==> config.mk <==
export PLATFORM = sky130hd
export DESIGN_NAME = i2c_bus_engine
export DESIGN_NICKNAME = d
export VERILOG_FILES = /design/src/rtl/i2c_bus_engine.sv
export SDC_FILE = /design/constraint.sdc
export NUM_CORES = 1
export LEC_CHECK = 0
export ABC_AREA = 1
export BUFFER_PORTS_ARGS = -buffer_cell sky130_fd_sc_hd__buf_2
export CORE_ASPECT_RATIO = 0.75
export CORE_MARGIN = 3
export CORE_UTILIZATION = 45
export DETAILED_ROUTE_END_ITERATION = 10
export PLACE_DENSITY = 0.78
export REMOVE_ABC_BUFFERS = 1
export SYNTH_ARGS = -nofsm -noshare
export SYNTH_HDL_FRONTEND = slang
export SYNTH_SLANG_ARGS = --single-unit
==> constraint.sdc <==
create_clock -name clk -period 1.4 [get_ports clk]
set_input_delay 0.28 -clock clk [delete_from_list [all_inputs] [get_ports clk]]
set_output_delay 0.28 -clock clk [all_outputs]
set_load 0.02 [all_outputs]
==> src/rtl/i2c_bus_engine.sv <==
module i2c_bus_engine #(
  parameter int DIV_W = 8
) (
  input  logic             clk,
  input  logic             rst_n,
  input  logic             ctl_wr,
  input  logic [3:0]       ctl_wdata,
  output logic [3:0]       ctl_rdata,
  input  logic             dat_wr,
  input  logic [7:0]       dat_wdata,
  input  logic             done_clr,
  input  logic             clk_en,
  input  logic             pad_off,
  input  logic [DIV_W-1:0] qdiv,
  input  logic             sda_in,
  output logic             scl_oe,
  output logic             sda_oe,
  output logic             busy_o,
  output logic             done_o
);
  localparam logic [3:0] LAST_BIT = 4'd8;

  typedef enum logic [1:0] {OP_IDLE, OP_START, OP_STOP, OP_BYTE} op_t;

  op_t              op;
  logic [1:0]       q;
  logic [3:0]       bitn;
  logic [DIV_W-1:0] cnt;
  logic [7:0]       shreg;
  logic             rmod, en_r, nack_r, done_r, scl_lo, sda_lo;
  logic [1:0]       cmd_r;
  logic             scl_d, sda_d;

  wire idle   = (op == OP_IDLE);
  wire tick   = !idle && clk_en && (cnt == qdiv);
  wire last_q = (q == 2'd3);
  wire op_end = tick && last_q && (op != OP_BYTE || bitn == LAST_BIT);
  wire cmd_ok = (ctl_wdata[2:1] == 2'd1) || (ctl_wdata[2:1] == 2'd2);
  wire ctl_go = ctl_wr && idle && ctl_wdata[0] && cmd_ok;
  wire dat_go = dat_wr && !ctl_wr && idle && en_r;

  always_comb begin
    scl_d = scl_lo;
    sda_d = sda_lo;
    case (op)
      OP_START: begin
        scl_d = (q == 2'd0 && rmod) || last_q;
        sda_d = q[1];
      end
      OP_STOP: begin
        scl_d = (q == 2'd0);
        sda_d = !q[1];
      end
      OP_BYTE: begin
        scl_d = (q == 2'd0) || last_q;
        sda_d = (bitn != LAST_BIT) && !shreg[7];
      end
      default: ;
    endcase
  end

  always_ff @(posedge clk or negedge rst_n) begin
    if (!rst_n) begin
      op     <= OP_IDLE;
      q      <= '0;
      bitn   <= '0;
      cnt    <= '0;
      shreg  <= '0;
      rmod   <= 1'b0;
      en_r   <= 1'b0;
      cmd_r  <= '0;
      nack_r <= 1'b0;
      done_r <= 1'b0;
      scl_lo <= 1'b0;
      sda_lo <= 1'b0;
    end else begin
      if (ctl_wr && idle) begin
        en_r  <= ctl_wdata[0];
        cmd_r <= ctl_wdata[2:1];
      end
      if (ctl_go) begin
        op   <= (ctl_wdata[2:1] == 2'd1) ? OP_START : OP_STOP;
        rmod <= ctl_wdata[3];
        q    <= '0;
        cnt  <= '0;
      end else if (dat_go) begin
        op    <= OP_BYTE;
        shreg <= dat_wdata;
        bitn  <= '0;
        q     <= '0;
        cnt   <= '0;
      end else if (!idle && clk_en) begin
        if (cnt == qdiv) begin
          cnt <= '0;
          q   <= q + 2'd1;
          if (op == OP_BYTE && q == 2'd2 && bitn == LAST_BIT)
            nack_r <= sda_in;
          if (last_q) begin
            if (op == OP_BYTE && bitn != LAST_BIT) begin
              bitn  <= bitn + 4'd1;
              shreg <= {shreg[6:0], 1'b0};
            end else begin
              op <= OP_IDLE;
            end
          end
        end else begin
          cnt <= cnt + 1'b1;
        end
      end
      if (op_end)        done_r <= 1'b1;
      else if (done_clr) done_r <= 1'b0;
      if (!idle) begin
        scl_lo <= scl_d;
        sda_lo <= sda_d;
      end
    end
  end

  assign scl_oe    = scl_lo && !pad_off;
  assign sda_oe    = sda_lo && !pad_off;
  assign busy_o    = !idle;
  assign done_o    = done_r;
  assign ctl_rdata = {nack_r, cmd_r, en_r};
endmodule

Yosys cells after proc, flatten, opt, wreduce, memory -nomap -nowiden
Index checks and enable logic that the tools add are counted.
{ "word_totals": {"regBits": 32, "latch_bits": 0, "ram_bits": 0, "romBits": 0, "inputBits": 28, "out_inout_bits": 8, "word_cells": 101, "n_memories": 0} }
{ "classes": {"n_addsub": 3, "mul": 0, "div": 0, "magnitude_cmp": 0, "n_eq_ne": 12, "n_shift": 0, "muxes": 29, "n_bitwise": 3, "reduce_logical": 42} }
{ "ops": {"columns": ["cell", "count"], "rows": [
  ["$mux W8", 9],
  ["$mux W2", 11],
  ["$mux W4", 5],
  ["$logic_and A1 B1 Y1", 17],
  ["$reduce_bool A3 Y1", 4],
  ["$eq A2 B2 Y1 const B", 5],
  ["$reduce_and A5 Y1", 2],
  ["$reduce_bool A2 Y1", 5],
  ["$add A8 B1 Y8 const B", 1],
  ["$eq A8 B8 Y1", 1],
  ["$pmux W1 S3", 2],
  ["$logic_not A1 Y1", 5],
  ["$add A4 B1 Y4 const B", 1],
  ["$eq A2 B1 Y1 const B", 2],
  ["$eq A4 B4 Y1 const B", 1],
  ["$logic_not A2 Y1", 2],
  ["$logic_or A1 B1 Y1", 4],
  ["$ne A4 B4 Y1 const B", 1],
  ["$reduce_and A2 Y1", 2],
  ["$reduce_and A4 Y1", 1],
  ["$ne A3 B3 Y1 const B", 1],
  ["$not A1 Y1", 3],
  ["$add A2 B1 Y2 const B", 1],
  ["$mux W1", 2],
  ["$ne A2 B2 Y1 const B", 1]
]} }

Depth between registers and ports, before layout
Gate-level depths: netlist (run 1).
{ "logic_depth": {"depth_word": 8, "mapped_depth": 11, "ltp_nobuf": 11} }

Worst setup path before layout (run 1)
Ideal clock, no wire load.
{ "synth_timing": {"kind": "reg-to-reg", "from": "reg bitn[0]", "to": "reg bitn[3]", "t_arrival_ns": 1.282, "t_required_ns": 1.284, "slack_ns": 0.001, "stages_incl_launch_ff": 10, "cell_sequence": "dfrtp_1 -> inv_1 -> ha_1 -> nand2_1 -> nand2_1 -> a21oi_4 -> nand3_4 -> buf_6 -> nand3_2 -> nand2_1"} }
{ "synth_via": {"elab_chain_cells": 6, "word_cells_on_any_way": 10, "cone_classes": "1 x add/sub; 1 x eq/ne; 5 x mux; 3 x reduce/logical"} }
{ "synth_lines": {"columns": ["item", "line_no", "text"], "rows": [
  ["start, declared", "27", "logic [3:0] bitn;"],
  ["start signal, assigned", "100", "bitn <= bitn + 4'd1;"],
  ["$add A4 B1 Y4", "100", null],
  ["$mux W4", "99", "if (op == OP_BYTE && bitn != LAST_BIT) begin"],
  ["$mux W4", "98", "if (last_q) begin"],
  ["$mux W4", "93", "if (cnt == qdiv) begin"],
  ["$mux W4", "92", "end else if (!idle && clk_en) begin"],
  ["$mux W4", "86", "end else if (dat_go) begin"]
]} }
Several ways; a longest one is shown, not always the timed one. The select of a mux whose other input is x is not followed.
A chain may end at the register's enable or synchronous reset.

Final worst setup path (run 1)
{ "layout_timing": {"from": "reg op[1]", "to": "out busy_o"} }
{ "layout_via": {"elab_chain_cells": 2} }
{ "layout_lines": {"columns": ["item", "line_no", "text"], "rows": [
  ["start, declared", "25", "op_t op;"],
  ["start signal, assigned", "82", "op <= (ctl_wdata[2:1] == 2'd1) ? OP_START : OP_STOP;"],
  ["$logic_not A2 Y1", "34", "wire idle = (op == OP_IDLE);"],
  ["$logic_not A1 Y1", "121", "assign busy_o = !idle;"],
  ["end, declared", "18", "output logic busy_o,"]
]} }
Every way passes these cells.

==> flow_summary.json, run 1 <==
{
  "outcome": "finished with violations",
  "violated_checks": "negative setup slack",
  "detailedPlacementHpwl_mm": 3.350,
  "die_width_um": 83.24,
  "port-buffer-count": 35,
  "finalCriticalPeriod_ns": 1.486,
  "groute.layer.met2.usage_pct": 30.20,
  "actual_slew_at_the_worst_max_slew_pin_ns": 0.2294,
  "n_fill_cell": 321,
  "number_of_cts_inserted_buffers": 5,
  "design.portCount": 36,
  "layout-area-overhead-vs-synth_pct": 41.70,
  "vias": 1997,
  "synthDominantAreaCellType": "sky130_fd_sc_hd__dfrtp_1",
  "ctsLongestPathBuffers": 2,
  "power.leakage_nw": 1.630,
  "timing.critical_path.fanout_max": 3,
  "crit_required_ns": 1.12,
  "setup.worst_path.class": "reg -> out",
  "post_drt_via_cell_ratio": 4.847,
  "avg_wl_per_cell_um": 12.32,
  "power_mw": 4.569,
  "slew_violations": 0,
  "dominant_combinational_cell_family_by_area_after_synthesis": "simple AND/OR/NAND/NOR gates",
  "r2r_setup_slack_ns": -0.06,
  "hp-start": "done_clr",
  "type_of_destination_of_the_critical_path": "output port",
  "final_setup_vio_count": 24,
  "clockRootBuffer": "sky130_fd_sc_hd__clkbuf_8",
  "yosysSeqAreaShare_pct": 39.78,
  "p_int_mw": 2.738,
  "initial_core_utilization_pct": 48.17,
  "die_h_um": 63.93,
  "holdPathEnd": "done_o$_DFFE_PN0P_",
  "final_cell_count_no_fill": 412,
  "gp_congestion": 0.8661,
  "antenna_found_initial": 0,
  "power_switching_mw": 1.830,
  "groute.layer.met3.usage_pct": 4.768,
  "ant_nets": 0,
  "rsz0062_at_grt": "yes",
  "drt_first_iter_violations": 130,
  "hold_slack_ns": 0.1616,
  "ctsHtreeMaxLevel": 2,
  "routed_wirelength_mm": 5.077,
  "timing.fmax_ghz": 0.6731,
  "placementRows": 20,
  "grt.met1_usage_pct": 25.06,
  "synth.cell_area_um2": 2013,
  "power_frac_clock_pct": 16.2,
  "final_hold_viol_count": 0,
  "critical_path.cell_chain": "nor2_4, inv_2, buf_6, buf_6",
  "worstHoldPathCells": 2,
  "critical_path_arrival_ns": 1.21,
  "drive_gt1_share_pct": 38.94,
  "seqPwrFrac_pct": 32.6,
  "max-slew-margin-rel_pct": 84.59,
  "placed_cells": 394,
  "avgSynthCellArea_um2": 7.321,
  "drt-pass1-iter-count": 4,
  "reg2reg_to": "rmod$_DFFE_PN0N_",
  "p_per_area_nw_per_um2": 1601,
  "num_antenna_cells": 0,
  "hold_class": "in -> reg",
  "cp_slowest_cell": "sky130_fd_sc_hd__dfrtp_1",
  "tritoncts_num_sinks": 32,
  "drc": 0,
  "grt_pass1_vias": 1877,
  "post_synth_adder_cell_area_pct": 4.351,
  "grt_usage_pct": 18.91,
  "critical_path.max_stage_delay_ns": 0.42,
  "clk_pin_slew_worst_paths_ns": 0.07,
  "fin_crit_sh_pct": 106.1,
  "postPlaceCellArea_um2": 2504,
  "drv.max_cap_violation_count": 0,
  "synth.area.mux_share_pct": 0.5594,
  "synth_cells": 275,
  "grt-ovfl-total": 0,
  "cpMostUsedCell": "sky130_fd_sc_hd__buf_6",
  "timing.reg2reg.worst_path_depth": 5,
  "synth.lib_cells_used.distinct": 30,
  "rr_startpoint": "op[1]$_DFFE_PN0P_",
  "finish.net_count": 391,
  "postSynthRegisterBits": 32,
  "grt_max_degree": 33,
  "grt_busiest_layer": "met2",
  "netlist_top_cells_area": "sky130_fd_sc_hd__dfrtp_1, sky130_fd_sc_hd__nand2_1, sky130_fd_sc_hd__inv_1",
  "synth.top_cell.area_share_pct": 39.78,
  "yosysWarningCount": 0,
  "grt_pass1_wl_mm": 8.093,
  "power.switching_fraction_pct": 40.07,
  "setup.worst_path.start_class": "flop",
  "synth_simple_gate_area_share_pct": 39.40,
  "clock_insertion_delay_worst_skew_ns": 0.29,
  "floorplan.die_area_um2": 5321,
  "cts_tree": "built",
  "worst_clock_skew_ns": 0.008899,
  "synth_compound_area_share_pct": 4.102,
  "yosys.area_share.xor_xnor_pct": 1.740,
  "core_um2": 4179,
  "maximum_resistive_drop_on_vdd_mv": 0.8338,
  "pwr-share-comb_pct": 51.2,
  "final_design_area_no_fill_um2": 2853,
  "final_worst_slack_ns": -0.08563
}
placed cells by master, fill, tap and decap left out, types with 3 or more instances in the layout:
master,instances
sky130_fd_sc_hd__nand2_4,6
sky130_fd_sc_hd__nor2_2,3
sky130_fd_sc_hd__buf_4,36
sky130_fd_sc_hd__xor2_1,3
sky130_fd_sc_hd__nand3_4,3
sky130_fd_sc_hd__clkbuf_8,6
sky130_fd_sc_hd__buf_2,34
sky130_fd_sc_hd__dfrtp_1,32
sky130_fd_sc_hd__nor2_1,22
sky130_fd_sc_hd__nand2_2,10
sky130_fd_sc_hd__inv_2,5
sky130_fd_sc_hd__nand2_1,97
sky130_fd_sc_hd__nor2_4,4
sky130_fd_sc_hd__buf_6,5
sky130_fd_sc_hd__inv_1,36
sky130_fd_sc_hd__nand3_2,16
sky130_fd_sc_hd__nand3_1,5
sky130_fd_sc_hd__o21ai_0,3
sky130_fd_sc_hd__ha_1,7
through the flow:
step	utilization [%]	worst slack [ns]	setup TNS [ns]
CTS	64.28	-0.04362	-0.3489
global route	68.26	-0.1866	-3.775
finish	68.26	-0.08563	-0.8094
detailed placement	59.91	-0.1568	-2.244
global placement	59.91	-0.1124	-1.351
floorplan	-	-0.3009	-5.035
synthesized netlist by cell type (all sizes together):
cell / n
nor2: 29
a22oi: 1
o211ai: 1
nand2: 113
or2: 1
mux2: 1
o21ai: 5
nand3b: 1
nand3: 23
a21oi: 3
xnor2: 1
ha: 7
nor3: 1
dfrtp: 32
buf: 6
xor2: 3
o221ai: 1
o21a: 1
inv: 43
nand4: 2
worst max-delay path: cells and delay by family (launching register included):
family | cells | cell delay, ns
DFF | 1 | 0.42
buffers and inverters | 3 | 0.32
and+or+nand+nor | 1 | 0.18
power groups by stage:
stage	clock, mW	sequential [mW]	combinational, mW
floorplan	0	1.55	1.05
global placement	0	1.48	1.82
detailed placement	0	1.51	1.87
CTS	0.749	1.49	2.02
global route	0.795	1.53	2.62
finish	0.739	1.49	2.34
flip-flops by register name, indices dropped and copies added, names as in the netlist:
name / flops
op: 2
sda_lo: 1
cmd_r: 2
bitn: 4
shreg: 8
scl_lo: 1
rmod: 1
cnt: 8
q: 2
nack_r: 1
done_o: 1
en_r: 1
final cells by class:
type / count / area [µm²] / area share, %
multi-input cells: 195 / 1160 / 40.66
flip-flops and latches: 32 / 800.8 / 28.07
repair buffers: 79 / 561.8 / 19.69
inverters: 43 / 171.4 / 6.009
clock buffers: 8 / 90.09 / 3.158
well taps: 55 / 68.82 / 2.412
worst max path at each step:
stage / startpoint / endpoint / cells past startpoint
2_1_floorplan: op[1]$_DFFE_PN0P_ / bitn[0]$_DFFE_PN0P_ / 7
3_3_place_gp: ctl_wdata[1] / cnt[5]$_DFFE_PN0P_ / 8
3_5_place_dp: ctl_wdata[2] / cnt[7]$_DFFE_PN0P_ / 10
4_1_cts: op[0]$_DFFE_PN0P_ / busy_o / 4
5_1_grt: cnt[3]$_DFFE_PN0P_ / bitn[0]$_DFFE_PN0P_ / 9
6_report: op[1]$_DFFE_PN0P_ / busy_o / 4
cell families after synthesis:
family | after synthesis
buffers and inverters | 49
XOR/XNOR | 4
adder cells (fa/ha/maj) | 7
multiplexers | 1
flip-flops | 32
AO/OA/AOI/OAI | 12
AND/OR/NAND/NOR | 170
per-layer routing:
| layer | share of wire [%] | wire [µm] |
|---|---|---|
| met1 | 47 | 2368 |
| met2 | 46 | 2334 |
| met3 | 5.2 | 263 |
| met4 | 2.2 | 111 |
| met5 | 0 | 0 |
what timing repair did:
item                       in CTS  in global routing
pin swaps                      16                 13
cloned                          0                  1
setup buffers                   2                  6
setup endpoints to repair      25                 30
hold buffers                    1                  0
gates resized for setup        22                 33
hold endpoints to repair       32                  0
Power figures use the tool's default switching activity.
==> run 2: changes to the inputs <==
--- a/config.mk
+++ b/config.mk
@@ -10,6 +10,7 @@
 export CORE_ASPECT_RATIO = 0.75
 export CORE_MARGIN = 3
 export CORE_UTILIZATION = 45
+export CTS_BUF_LIST = sky130_fd_sc_hd__clkbuf_16
 export DETAILED_ROUTE_END_ITERATION = 10
 export PLACE_DENSITY = 0.78
 export REMOVE_ABC_BUFFERS = 1
==> run 2 against run 1 <==
The flow still finishes with violations (negative setup slack). Count of clock-buffer cells in the layout is 3 lower. Core utilization stayed put. Clock skew is 0.0016 ns lower. Sequential share of layout area stayed put. Global-route usage is 0.22 points lower. Final area stayed put. Critical path depth is 4 higher. Critical endpoint is now cnt[6]$_DFFE_PN0P_. Largest cell class unchanged.
==> flow_summary.json, run 2 (same netlist as run 1, synthesis figures left out) <==
{
  "outcome": "finished with violations",
  "violated_checks": "negative setup slack",
  "layout-area-overhead-vs-synth_pct": 41.70,
  "final_worst_slack_ns": -0.06803,
  "grt.met1_usage_pct": 24.49,
  "finish.net_count": 390,
  "clk_pin_slew_worst_paths_ns": 0.05,
  "drt-pass1-iter-count": 4,
  "num_antenna_cells": 0,
  "setup.worst_path.start_class": "flop",
  "antenna_found_initial": 0,
  "ant_nets": 0,
  "power.leakage_nw": 1.645,
  "drive_gt1_share_pct": 36.52,
  "setup_total_negative_slack_ns": -0.5535,
  "fin_crit_sh_pct": 104.9,
  "fin_util_pct": 68.26,
  "setup.worst_path.class": "reg -> reg",
  "critical_path_arrival_ns": 1.67,
  "groute.layer.met2.usage_pct": 29.80,
  "drt_first_iter_violations": 112,
  "drv.max_cap_violation_count": 0,
  "vias": 1925,
  "worst_clock_skew_ns": 0.007257,
  "routed_wirelength_mm": 4.708,
  "grt_max_degree": 33,
  "post_drt_via_cell_ratio": 4.684,
  "placementRows": 20,
  "design.portCount": 36,
  "ctsLongestPathBuffers": 2,
  "grt_usage_pct": 18.68,
  "rsz0062_at_grt": "yes",
  "crit_required_ns": 1.61,
  "grt_pass1_vias": 1859,
  "groute.layer.met3.usage_pct": 4.768,
  "drc": 0,
  "clock_insertion_delay_worst_skew_ns": 0.27,
  "grt-ovfl-total": 0,
  "tritoncts_num_sinks": 32,
  "initial_core_utilization_pct": 48.17,
  "power_mw": 4.727,
  "detailedPlacementHpwl_mm": 3.350,
  "hold_class": "in -> reg",
  "grt_busiest_layer": "met2",
  "ctsHtreeMaxLevel": 2,
  "max-slew-margin-rel_pct": 85.15,
  "finalCriticalPeriod_ns": 1.468,
  "clockRootBuffer": "sky130_fd_sc_hd__clkbuf_16",
  "grt_pass1_wl_mm": 8.038,
  "die_h_um": 63.93,
  "die_width_um": 83.24,
  "layout.cells.most_common_list": "sky130_fd_sc_hd__nand2_1, sky130_fd_sc_hd__inv_1, sky130_fd_sc_hd__buf_4, sky130_fd_sc_hd__buf_2, sky130_fd_sc_hd__dfrtp_1",
  "floorplan.die_area_um2": 5321,
  "n_fill_cell": 325,
  "p_per_area_nw_per_um2": 1657,
  "avg_wl_per_cell_um": 11.45,
  "slew_violations": 0,
  "number_of_cts_inserted_buffers": 5,
  "port-buffer-count": 35,
  "commonest_non_fill_non_tap_cell_in_the_layout": "sky130_fd_sc_hd__nand2_1",
  "cp_slowest_cell": "sky130_fd_sc_hd__dfrtp_1",
  "timing.fmax_ghz": 0.6812,
  "maximum_resistive_drop_on_vdd_mv": 0.8749,
  "final_hold_viol_count": 0,
  "cpMostUsedCell": "sky130_fd_sc_hd__nand2_1",
  "final_setup_vio_count": 18,
  "critical_path.cell_chain": "nor2_4, nand4_4, buf_8, nand3_4, nand3_1, nand2_1, nand2_1, nor2_1",
  "gp_congestion": 0.8661,
  "actual_slew_at_the_worst_max_slew_pin_ns": 0.2211,
  "core_um2": 4179,
  "critical_path.max_stage_delay_ns": 0.41,
  "cts_tree": "built",
  "timing.critical_path.fanout_max": 10,
  "layout_top_registers": "cnt: 8 flops, shreg: 8 flops, bitn: 4 flops",
  "type_of_destination_of_the_critical_path": "flop"
}
-- run 2: changes by cell type in the layout (fill, tap and decap cells not counted), sizes merged --
| cell | change |
|---|---|
| clkbuf | -3 |
| nand3 | -1 |
| clkinv | +1 |
| inv | +2 |
-- run 2: area by class of cell --
type	instances	area, µm²	area share [%]
Multi-Input combinational cell	194	1116	39.12
Tap cell	55	68.82	2.412
Inverter	43	168.9	5.921
Timing Repair Buffer	79	561.8	19.69
Clock inverter	3	11.26	0.3947
Sequential cell	32	800.8	28.07
Clock buffer	5	125.1	4.386
-- run 2: what timing repair did --
item / 4_1_cts / 5_1_grt
endpoints found under the hold margin: 32 / 0
setup endpoints to repair: 24 / 29
buffers inserted: 5 / 3
pin swaps: 12 / 15
cloned: 0 / 0
gates resized for setup: 21 / 24
hold buffers: 1 / 0
-- run 2: worst paths after layout --
path                       cells past startpoint                  end  slack (ns)               start
max in group asynchronous                      3  bitn[3]$_DFFE_PN0P_        0.71               rst_n
max                                            8   cnt[6]$_DFFE_PN0P_       -0.07   op[1]$_DFFE_PN0P_
min reg2reg                                    2   nack_r$_DFFE_PN0P_        0.47  nack_r$_DFFE_PN0P_
min                                            2   done_o$_DFFE_PN0P_        0.18            done_clr
min in group asynchronous                      3   cnt[4]$_DFFE_PN0P_        0.51               rst_n
max reg2reg                                    8   cnt[6]$_DFFE_PN0P_       -0.07   op[1]$_DFFE_PN0P_
-- run 2: power by group --
group | internal [mW] | switching (mW) | total (mW) | leakage (nW)
clock | 0.637 | 0.362 | 0.999 | 0.0738
combinational | 1.05 | 1.19 | 2.24 | 1.15
sequential | 1.26 | 0.231 | 1.49 | 0.418
-- run 2: per-layer routing --
| metal | wire length, µm | up-vias | part of all wire, % |
|---|---|---|---|
| li1 | - | 996 | - |
| met1 | 2224 | 880 | 47 |
| met2 | 2195 | 45 | 47 |
| met3 | 234 | 4 | 5.0 |
| met4 | 53 | 0 | 1.1 |
| met5 | 0 | - | 0 |
-- run 2: worst max-delay path, delay by kind of cell (launching register included) --
kind          cells  cell delay, ns
simple gates      7            0.82
flops             1            0.41
buf+inv           1            0.18
-- run 2: per-stage QoR --
step	hold WS, ns	cells	setup slack, ns	cell area [µm²]
after floorplan	-0.01559	269	-0.3009	1972
after global placement	0.2515	394	-0.1124	2504
after detailed placement	0.2541	394	-0.1568	2504
after CTS	0.1926	408	-0.04988	2753
after global routing	0.1788	411	-0.2084	2853
final	0.1752	411	-0.06803	2853
